--- src/rtl/cfg_pkg.sv ---
// Shared constants for the configuration port: unlock key, register
// indices, bank numbers and the key-matcher state type.
package cfg_pkg;
    localparam logic [7:0] KEY_B0      = 8'h87;
    localparam logic [7:0] KEY_B1      = 8'h01;
    localparam logic [7:0] KEY_B2      = 8'h55;
    localparam logic [7:0] KEY_B3      = 8'h55;
    localparam logic [7:0] REG_EXIT    = 8'h02;
    localparam logic [7:0] EXIT_CMD    = 8'h02;
    localparam logic [7:0] REG_LDN     = 8'h07;
    localparam logic [7:0] REG_ID_HI   = 8'h20;
    localparam logic [7:0] REG_ID_LO   = 8'h21;
    localparam logic [7:0] REG_REV     = 8'h22;
    localparam logic [7:0] REG_BASE_HI = 8'h62;
    localparam logic [7:0] REG_BASE_LO = 8'h63;
    localparam logic [7:0] REG_SIMPLE0 = 8'hC0;
    localparam logic [7:0] REG_OE0     = 8'hC8;
    localparam logic [7:0] GPIO_LDN    = 8'h07;

    typedef enum logic [2:0] {
        KS_WAIT0, KS_WAIT1, KS_WAIT2, KS_WAIT3, KS_OPEN
    } key_state_e;

    // Key byte expected while the matcher is in state s.
    function automatic logic [7:0] key_expect(key_state_e s);
        case (s)
            KS_WAIT0: return KEY_B0;
            KS_WAIT1: return KEY_B1;
            KS_WAIT2: return KEY_B2;
            default:  return KEY_B3;
        endcase
    endfunction
endpackage

--- src/rtl/cfg_unlock.sv ---
// Key matcher that gates configuration access.
// Walks through the four key bytes as they are written to the index port,
// opens after the last one and closes again on the exit request.
// Assumes: key_wr is a single-cycle strobe; exit_req is only raised while open.
module cfg_unlock
    import cfg_pkg::*;
(
    input  logic       clk,
    input  logic       rst_n,
    input  logic       key_wr,
    input  logic [7:0] key_byte,
    input  logic       exit_req,
    output logic       unlocked
);
    key_state_e state_q, state_d;

    // Next-state selection for the key walk and the exit.
    always_comb begin
        state_d = state_q;
        if (state_q == KS_OPEN) begin
            if (exit_req) state_d = KS_WAIT0;
        end else if (key_wr) begin
            if (key_byte == key_expect(state_q))
                state_d = key_state_e'(state_q + 3'd1);
            else if (key_byte == KEY_B0)
                state_d = KS_WAIT1;
            else
                state_d = KS_WAIT0;
        end
    end

    // State register, locked out of reset.
    always_ff @(posedge clk) begin
        if (!rst_n) state_q <= KS_WAIT0;
        else        state_q <= state_d;
    end

    assign unlocked = (state_q == KS_OPEN);


    open_after_key_chk: assert property (@(posedge clk) disable iff (!rst_n)
        $rose(unlocked) |-> $past(key_wr && key_byte == KEY_B3));

    close_on_exit_chk: assert property (@(posedge clk) disable iff (!rst_n)
        $fell(unlocked) |-> $past(exit_req));
endmodule

--- src/rtl/cfg_regfile.sv ---
// Banked configuration register file.
// Holds the logical-device select, fixed identification values, the GPIO
// base address and the per-group direction and simple-I/O enables.
// Assumes: wr_en is only raised for data-port writes while unlocked.
module cfg_regfile
    import cfg_pkg::*;
#(
    parameter int          NUM_GROUPS    = 8,
    parameter int          SIMPLE_GROUPS = 5,
    parameter logic [15:0] CHIP_ID       = 16'h8728,
    parameter logic [3:0]  CHIP_REV      = 4'h3,
    parameter logic [15:0] BASE_DEFAULT  = 16'h0A00,
    localparam int         OE_W          = NUM_GROUPS * 8,
    localparam int         SIMPLE_W      = SIMPLE_GROUPS * 8
) (
    input  logic                clk,
    input  logic                rst_n,
    input  logic                wr_en,
    input  logic [7:0]          idx,
    input  logic [7:0]          wdata,
    output logic [7:0]          rdata,
    output logic [OE_W-1:0]     gpio_oe,
    output logic [SIMPLE_W-1:0] gpio_simple
);
    logic [7:0]  ldn_q;
    logic [15:0] base_q;
    logic        gpio_sel;

    assign gpio_sel = (ldn_q == GPIO_LDN);

    // Logical-device select register.
    always_ff @(posedge clk) begin
        if (!rst_n)                          ldn_q <= 8'h00;
        else if (wr_en && idx == REG_LDN)    ldn_q <= wdata;
    end

    // GPIO base address, written one byte at a time.
    always_ff @(posedge clk) begin
        if (!rst_n) base_q <= BASE_DEFAULT;
        else if (wr_en && gpio_sel) begin
            if (idx == REG_BASE_HI) base_q[15:8] <= wdata;
            if (idx == REG_BASE_LO) base_q[7:0]  <= wdata;
        end
    end

    for (genvar g = 0; g < NUM_GROUPS; g++) begin : g_oe
        logic [7:0] grp_q;
        // Direction byte for group g.
        always_ff @(posedge clk) begin
            if (!rst_n) grp_q <= 8'h00;
            else if (wr_en && gpio_sel && idx == 8'(REG_OE0 + g)) grp_q <= wdata;
        end
        assign gpio_oe[8*g +: 8] = grp_q;
    end

    for (genvar g = 0; g < SIMPLE_GROUPS; g++) begin : g_simple
        logic [7:0] grp_q;
        // Simple-I/O enable byte for group g.
        always_ff @(posedge clk) begin
            if (!rst_n) grp_q <= 8'h00;
            else if (wr_en && gpio_sel && idx == 8'(REG_SIMPLE0 + g)) grp_q <= wdata;
        end
        assign gpio_simple[8*g +: 8] = grp_q;
    end

    // Read multiplexer; anything not matched reads zero.
    always_comb begin
        rdata = 8'h00;
        case (idx)
            REG_LDN:   rdata = ldn_q;
            REG_ID_HI: rdata = CHIP_ID[15:8];
            REG_ID_LO: rdata = CHIP_ID[7:0];
            REG_REV:   rdata = {4'h0, CHIP_REV};
            default: begin
                if (gpio_sel) begin
                    if (idx == REG_BASE_HI) rdata = base_q[15:8];
                    if (idx == REG_BASE_LO) rdata = base_q[7:0];
                    for (int g = 0; g < NUM_GROUPS; g++)
                        if (idx == 8'(REG_OE0 + g)) rdata = gpio_oe[8*g +: 8];
                    for (int g = 0; g < SIMPLE_GROUPS; g++)
                        if (idx == 8'(REG_SIMPLE0 + g)) rdata = gpio_simple[8*g +: 8];
                end
            end
        endcase
    end


    ldn_write_only_chk: assert property (@(posedge clk) disable iff (!rst_n)
        (ldn_q != $past(ldn_q)) |-> $past(wr_en && idx == REG_LDN));

    oe_needs_gpio_bank_chk: assert property (@(posedge clk) disable iff (!rst_n)
        (gpio_oe != $past(gpio_oe)) |-> $past(wr_en && ldn_q == GPIO_LDN));
endmodule

--- src/rtl/cfg_port_top.sv ---
// Configuration port top: decodes the index and data addresses, holds the
// index register, detects the exit command and steers reads.
// Assumes: one bus write per cycle, address and data valid with io_wr.
module cfg_port_top
    import cfg_pkg::*;
#(
    parameter int          ADDR_W        = 16,
    parameter logic [15:0] INDEX_ADDR    = 16'h002E,
    parameter logic [15:0] DATA_ADDR     = 16'h002F,
    parameter int          NUM_GROUPS    = 8,
    parameter int          SIMPLE_GROUPS = 5,
    parameter logic [15:0] CHIP_ID       = 16'h8728,
    parameter logic [3:0]  CHIP_REV      = 4'h3,
    parameter logic [15:0] BASE_DEFAULT  = 16'h0A00,
    localparam int         OE_W          = NUM_GROUPS * 8,
    localparam int         SIMPLE_W      = SIMPLE_GROUPS * 8
) (
    input  logic                clk,
    input  logic                rst_n,
    input  logic [ADDR_W-1:0]   io_addr,
    input  logic                io_wr,
    input  logic [7:0]          io_wdata,
    output logic [7:0]          io_rdata,
    output logic                cfg_unlocked,
    output logic [OE_W-1:0]     gpio_oe,
    output logic [SIMPLE_W-1:0] gpio_simple
);
    logic       at_index, at_data;
    logic       exit_req, reg_wr;
    logic [7:0] idx_q, reg_rdata;

    assign at_index = (io_addr == ADDR_W'(INDEX_ADDR));
    assign at_data  = (io_addr == ADDR_W'(DATA_ADDR));
    assign exit_req = io_wr && at_data && cfg_unlocked &&
                      idx_q == REG_EXIT && io_wdata == EXIT_CMD;
    assign reg_wr   = io_wr && at_data && cfg_unlocked && !exit_req;

    // Index register: loaded only while open, cleared when closing.
    always_ff @(posedge clk) begin
        if (!rst_n)                                   idx_q <= 8'h00;
        else if (io_wr && at_index && cfg_unlocked)   idx_q <= io_wdata;
        else if (exit_req)                            idx_q <= 8'h00;
    end

    cfg_unlock u_unlock (
        .clk      (clk),
        .rst_n    (rst_n),
        .key_wr   (io_wr && at_index),
        .key_byte (io_wdata),
        .exit_req (exit_req),
        .unlocked (cfg_unlocked)
    );

    cfg_regfile #(
        .NUM_GROUPS    (NUM_GROUPS),
        .SIMPLE_GROUPS (SIMPLE_GROUPS),
        .CHIP_ID       (CHIP_ID),
        .CHIP_REV      (CHIP_REV),
        .BASE_DEFAULT  (BASE_DEFAULT)
    ) u_regs (
        .clk         (clk),
        .rst_n       (rst_n),
        .wr_en       (reg_wr),
        .idx         (idx_q),
        .wdata       (io_wdata),
        .rdata       (reg_rdata),
        .gpio_oe     (gpio_oe),
        .gpio_simple (gpio_simple)
    );

    // Read steering by bus address and lock state.
    always_comb begin
        if (at_index)     io_rdata = cfg_unlocked ? idx_q : 8'hFF;
        else if (at_data) io_rdata = cfg_unlocked ? reg_rdata : 8'hFF;
        else              io_rdata = 8'hFF;
    end


    locked_keeps_oe_chk: assert property (@(posedge clk) disable iff (!rst_n)
        !cfg_unlocked |=> $stable(gpio_oe));

    locked_keeps_simple_chk: assert property (@(posedge clk) disable iff (!rst_n)
        !cfg_unlocked |=> $stable(gpio_simple));
endmodule

--- config.mk ---
export PLATFORM = sky130hd
export DESIGN_NAME = cfg_port_top
export DESIGN_NICKNAME = d
export VERILOG_FILES = /design/src/rtl/cfg_pkg.sv /design/src/rtl/cfg_unlock.sv /design/src/rtl/cfg_regfile.sv /design/src/rtl/cfg_port_top.sv
export SDC_FILE = /design/constraint.sdc
export NUM_CORES = 1
export LEC_CHECK = 0
export ABC_AREA = 1
export BUFFER_PORTS_ARGS = -buffer_cell sky130_fd_sc_hd__buf_4
export CAP_MARGIN = 20
export CORE_UTILIZATION = 46
export CTS_CLUSTER_DIAMETER = 30
export CTS_CLUSTER_SIZE = 24
export DETAILED_ROUTE_END_ITERATION = 12
export PLACE_DENSITY = 0.79
export SLEW_MARGIN = 30
export SYNTH_ARGS = -nofsm -noshare
export SYNTH_HDL_FRONTEND = slang
export SYNTH_SLANG_ARGS = --single-unit
--- constraint.sdc ---
create_clock -name clk -period 4.2 [get_ports clk]
set_input_delay 0.84 -clock clk [delete_from_list [all_inputs] [get_ports clk]]
set_output_delay 0.84 -clock clk [all_outputs]
set_load 0.02 [all_outputs]
## Yosys cells after proc, flatten, opt, wreduce, memory -nomap -nowiden

Index checks and enable logic that the tools add are counted.

| storage, ports and cells | value |
|---|---|
| bits in registers | 139 |
| input port bits | 27 |
| output and inout bits | 113 |
| word-level logic and storage cells | 108 |

| cells by class | value |
|---|---|
| add/subtract/negate cells | 1 |
| eq/ne operators | 29 |
| mux-type cells | 31 |
| reduce and logical (&&, ||, !) cells | 29 |

Operator list:

| operator | count |
|---|---|
| 8-bit 2-to-1 mux | 24 |
| 8-bit equality test (second input constant) | 14 |
| 16-bit by 6-bit equality test with 1-bit output (second input constant) | 2 |
| 8-bit one-hot mux with 4 select lines | 1 |
| 8-bit by 6-bit equality test with 1-bit output (second input constant) | 3 |
| 1-bit logical AND | 22 |
| 8-bit by 2-bit equality test with 1-bit output (second input constant) | 2 |
| 8-bit by 3-bit equality test with 1-bit output (second input constant) | 2 |
| 8-bit by 7-bit equality test with 1-bit output (second input constant) | 2 |
| 8-bit one-hot mux with 2 select lines | 1 |
| 3-bit 2-to-1 mux | 4 |
| 8-bit equality test | 1 |
| 2-bit AND reduction | 3 |
| 2-bit nonzero test | 2 |
| 3-bit by 1-bit adder with 3-bit output (second input constant) | 1 |
| 3-bit by 1-bit equality test with 1-bit output (second input constant) | 1 |
| 3-bit equality test (second input constant) | 1 |
| 3-bit logical NOT | 1 |
| 2-bit by 1-bit inequality test with 1-bit output (second input constant) | 1 |
| 1-bit logical NOT | 1 |
| 1-bit 2-to-1 mux | 1 |

## Depth between registers and ports, before layout

| depth | value |
|---|---|
| depth after elaboration | 21 |
| mapped depth | 16 |
| mapped depth without buffers | 15 |

## Hierarchy

A second synthesis with hierarchy kept.

| unflattened totals | value |
|---|---|
| cell total of the unflattened synthesis | 998 |
| area, all modules | 6841.6 um2 |

By module, submodules not included:

| module | times used | cells an instance | area an instance (um2) | seq. area each (um2) |
|---|---|---|---|---|
| cfg_regfile | 1 | 820 | 5803.1 | 2562.5 |
| cfg_port_top | 1 | 120 | 704.4 | 160.2 |
| cfg_unlock | 1 | 58 | 334.1 | 60.1 |

## Worst setup path before layout

No wires, ideal clock.

| timing | value |
|---|---|
| kind | in2out |
| from | input io_addr[6] |
| to | output io_rdata[0] |
| arrival time | 1.959 ns |
| required time | 3.360 ns |
| path slack | 1.401 ns |
| stages on the path | 10 |
| path buffers | 0 |
| cell sequence | nor2_1 > nand3b_1 > nor3b_2 > nand2_1 > nor3_1 > inv_1 > nor2_1 > inv_1 > nor2_1 > a21oi_1 |

| between the ends | value |
|---|---|
| word-level cells in the longest chain between the ends | 3 |
| elaborated cells between the ends (all ways) | 4 |
| those cells by class | eq/ne: 2; mux: 2 |

Ends and longest elaborated chain:

| element | RTL line | text |
|---|---|---|
| from (decl) | cfg_port_top.sv:20 | `input logic [ADDR_W-1:0] io_addr,` |
| 16-bit by 6-bit equality test with 1-bit output | cfg_port_top.sv:33 | `assign at_data = (io_addr == ADDR_W'(DATA_ADDR));` |
| 8-bit 2-to-1 mux | cfg_port_top.sv:74 | `else if (at_data) io_rdata = cfg_unlocked ? reg_rdata : 8'hFF;` |
| 8-bit 2-to-1 mux (*) | cfg_port_top.sv:73 | `if (at_index) io_rdata = cfg_unlocked ? idx_q : 8'hFF;` |
| to (decl) | cfg_port_top.sv:23 | `output logic [7:0] io_rdata,` |

Mark *: on every way between the ends. The rest lies on a longest branch, timed or not.

## Worst setup path in the final report

| timing | value |
|---|---|
| from | register idx_q[6] |
| to | output io_rdata[0] |

| between the ends | value |
|---|---|
| word-level cells in the longest chain between the ends | 21 |
| elaborated cells between the ends (all ways) | 39 |
| those cells by class | eq/ne: 19; mux: 20 |

Ends and longest elaborated chain:

| element | RTL line | text |
|---|---|---|
| from (decl) | cfg_port_top.sv:30 | `logic [7:0] idx_q, reg_rdata;` |
| from (signal assigned) | cfg_port_top.sv:41 | `else if (io_wr && at_index && cfg_unlocked) idx_q <= io_wdata;` |
| 8-bit by 7-bit equality test with 1-bit output | cfg_regfile.sv:76 | `if (idx == REG_BASE_HI) rdata = base_q[15:8];` |
| 8-bit 2-to-1 mux | cfg_regfile.sv:76 |  |
| 8-bit 2-to-1 mux | cfg_regfile.sv:77 | `if (idx == REG_BASE_LO) rdata = base_q[7:0];` |
| 8-bit 2-to-1 mux (8 in a row) | cfg_regfile.sv:79 | `if (idx == 8'(REG_OE0 + g)) rdata = gpio_oe[8*g +: 8];` |
| 8-bit 2-to-1 mux (5 in a row) | cfg_regfile.sv:81 | `if (idx == 8'(REG_SIMPLE0 + g)) rdata = gpio_simple[8*g +: 8];` |
| 8-bit 2-to-1 mux | cfg_regfile.sv:75 | `if (gpio_sel) begin` |
| 8-bit one-hot mux with 4 select lines (*) | cfg_regfile.sv:69 | `case (idx)` |
| 8-bit 2-to-1 mux (*) (2 in a row) | cfg_port_top.sv:74 |  |
| 8-bit 2-to-1 mux (*) | cfg_port_top.sv:73 |  |

Marks and branches as above.

==> results.cfg <==
[critical_path]
timing.critical_path.slowest_cell_delay_ns = 0.43
buffers_inverters_on_critical_path = 2
worst_ep_required_time_ns = 3.36
critical_path_cell_by_cell = nand2_1, nor2_4, nand2_2, nor2_2, inv_2, or2_2, nand2_1, nand4_1, nor2_1, nand4_1, nand2_1, a21oi_1, buf_4
highest_fanout_seen_on_the_critical_path = 14
crit_path_top_delay_cell = dfxtp_1
startpoint_type = flip-flop
cp.arrival_ns = 3.00
end_kind = primary output
critical-path-top-cell-by-count = nand2_1
critical-path-top-delay-family = simple AND/OR/NAND/NOR gates
worst-setup-path-type = flip-flop to primary output

[sta]
timing.final.max_slew_violations = 0
max_freq_mhz = 261
slew_headroom_pct = 46.5
timing.clock.skew_ns = 0.00756
final.setup.worst_slack_ns = 0.361
rsz0062_at_grt = false
fin_hold_ws_ns = 0.485
period_share_pct = 91.4
setup_violations = 0
hold_viol_final = 0
post-route-min-period_ns = 3.84
setup_tns_ns = 0
worst-slew-pin-transition_ns = 0.798

[clocking]
resize_count_post_cts = 0
postCtsHoldBufs = 0
cts_htree_levels = 4
worstSkewPairLatency_ns = 0.43
clk_pin_slew_ns = 0.06
tritoncts = done
post_cts_buffers = 0
cts_root_buf = clkbuf_16
cts_inserted_buffers = 17
cts_max_path_buffers = 2
tritoncts_num_sinks = 139

[global_routing]
via_count_of_the_first_global_routing_pass = 6233
globalRouteOverflowTotal = 0
antenna_found_initial = 0
pin_count_of_the_biggest_net_entering_global_routing = 78
busiest_layer = met2
global_route.usage.met3_pct = 6.18
grtUsageTotal_pct = 29.6
grt_util_met2_pct = 45.5
global_route_wire_length_before_repair_um = 33200
met1_capacity_usage_during_global_routing_pct = 38.9

[power_and_ir_drop]
leakage_power_summed_over_all_cells_nw = 3.75
power.density_cell_area_nw_per_um2 = 353
maximum_vdd_drop_mv = 0.279

[synthesis]
synth_top_flop_cell = dfxtp_1
synth.net_count = 922
synth-edff-count = 0
postSynthRegisterBits = 139
synth_top_area_share_pct = 42.0
post_synth_inst_count = 892
yosysWarningCount = 0
synth.most_common_cell = a21oi_1
netlist_top_cells_count = 150 x a21oi_1, 139 x dfxtp_1, 129 x nand2_1
synth.lib_cells_used.distinct = 36
avgSynthCellArea_um2 = 7.42
synthArstFlopShare_pct = 0
synth.cell_area_um2 = 6620
synth.yosys.seq_area_share_pct = 42.0
yosys.area.top_type = dfxtp_1
yosys-top-cells-area = dfxtp_1 42%, a21oi_1 11%, o21ai_0 7.6%, nand2_1 7.3%, nor2_1 4.8%

[detailed_routing]
drt-vias-per-instance = 5.69
totalWireLength_um = 21600
wl_per_cell_um = 17.8
antenna_left = 0
dr_total_vias = 6892
dr.pass1.iters = 6
detail_route.iter0.violations = 832
detail_route.drc_violations = 0

[layout]
post_route_cells_drive_above_1_share_pct = 22.2
final_nets = 1048
n_antenna_cell = 0
fin_area_um2 = 8290
areaGrowthSynthToFinish_pct = 25.3

[floorplan]
placement_rows = 43
initial_utilization_pct = 47.5
core_area_um2 = 13900
top_level_ports = 140
die_h_um = 122
fp.dieArea_um2 = 14900
chipWidth_um = 122

[min_path]
worst_hold_path_class = flip-flop to flip-flop

[flow_run]
drv.max_cap_violation_count = 0

[place]
io_buffers = 139
placedInstanceArea_um2 = 7700
hpwl_um = 15300
finalWeightedCongestion = 1.01
placement.setup.worst_slack_ns = 0.885

[run_status]
run_status = finished clean
-- kinds of logic after synthesis --
logic type,count (synthesis),share of synthesized area [%]
AO/OA/AOI/OAI,285,22.1
adder cells (fa/ha/maj),3,0.567
buffers and inverters,123,8.71
flip-flops,139,42.0
AND/OR/NAND/NOR,342,26.6
-- tightest hold or removal path: cells and delay by family, from the launching register on --
kind | cells | cell delay, ns
buf+inv | 1 | 0.05
flops | 1 | 0.33
compound gates | 1 | 0.06
-- through the flow --
stage               instances  utilization (%)  power (mW)
floorplan                 892                -        1.38
global placement         1179             55.2        1.43
detailed placement       1179             55.2        1.43
CTS                      1211             59.5        2.93
global route             1211             59.5        3.00
finish                   1211             59.5        2.93
-- power by group --
part           switching, mW  leakage (nW)  total, mW  internal, mW
logic                 0.0641          2.34     0.0912        0.0271
clock network          0.601         0.283       1.52         0.916
registers      0.00000000191          1.12       1.32          1.32
-- worst paths after layout --
| check | startpoint | endpoint | slack [ns] | depth (start not counted) |
|---|---|---|---|---|
| hold / removal | u_regs.ldn_q[1] | u_regs.ldn_q[1] | 0.49 | 2 |
| hold reg to reg | u_regs.ldn_q[1] | u_regs.ldn_q[1] | 0.49 | 2 |
| setup reg to reg | u_unlock.state_q[0] | u_regs.g_oe[6].grp_q[2] | 1.37 | 12 |
| setup / recovery | idx_q[6] | io_rdata[0] | 0.36 | 13 |
-- cell type report --
type                    count  area (µm²)
clock buffers              21         460
clock inverters            11         134
fillers                  1273        5640
inverters                  79         297
multi-input cells         630        3260
flip-flops and latches    139        2780
well taps                 180         225
repair buffers            151        1130
-- sequential cells by signal, indices dropped and copies added (netlist names) --
name and flops:
u_unlock.state_q 3, u_regs.ldn_q 8, idx_q 8, u_regs.g_simple.grp_q 40, u_regs.g_oe.grp_q 64, u_regs.base_q 16
-- layout by cell type, fill, tap and decap left out, types with 3 or more instances in the layout --
cell        Yosys  routed
o211ai_1        3       3
nand3_1        51      51
o21ai_1        22      22
nand4_1        24      24
inv_2           7       7
nand2_1       129     129
nand2_2         5       5
nor2_8          9       9
o21ai_0       100     100
ha_1            3       3
or2_2           6       6
dfxtp_1       139     139
clkbuf_16       0      17
nor3_1          7       7
nor2_1         84      84
a211oi_1        8       8
buf_4           2     151
clkinv_1        4       4
nor3_4          3       3
inv_1          68      68
a21oi_1       150     150
inv_6           0       4
clkinvlp_4      0       3
nor2_2          6       6
nor2_4          6       6
-- per-layer routing --
layer / vias to the layer above / wire, µm
met2: 374 / 9750
met3: 63 / 1880
li1: 3285 / -
met4: 0 / 761
met5: - / 0
met1: 3170 / 9200
Power figures use the tool's default switching activity.
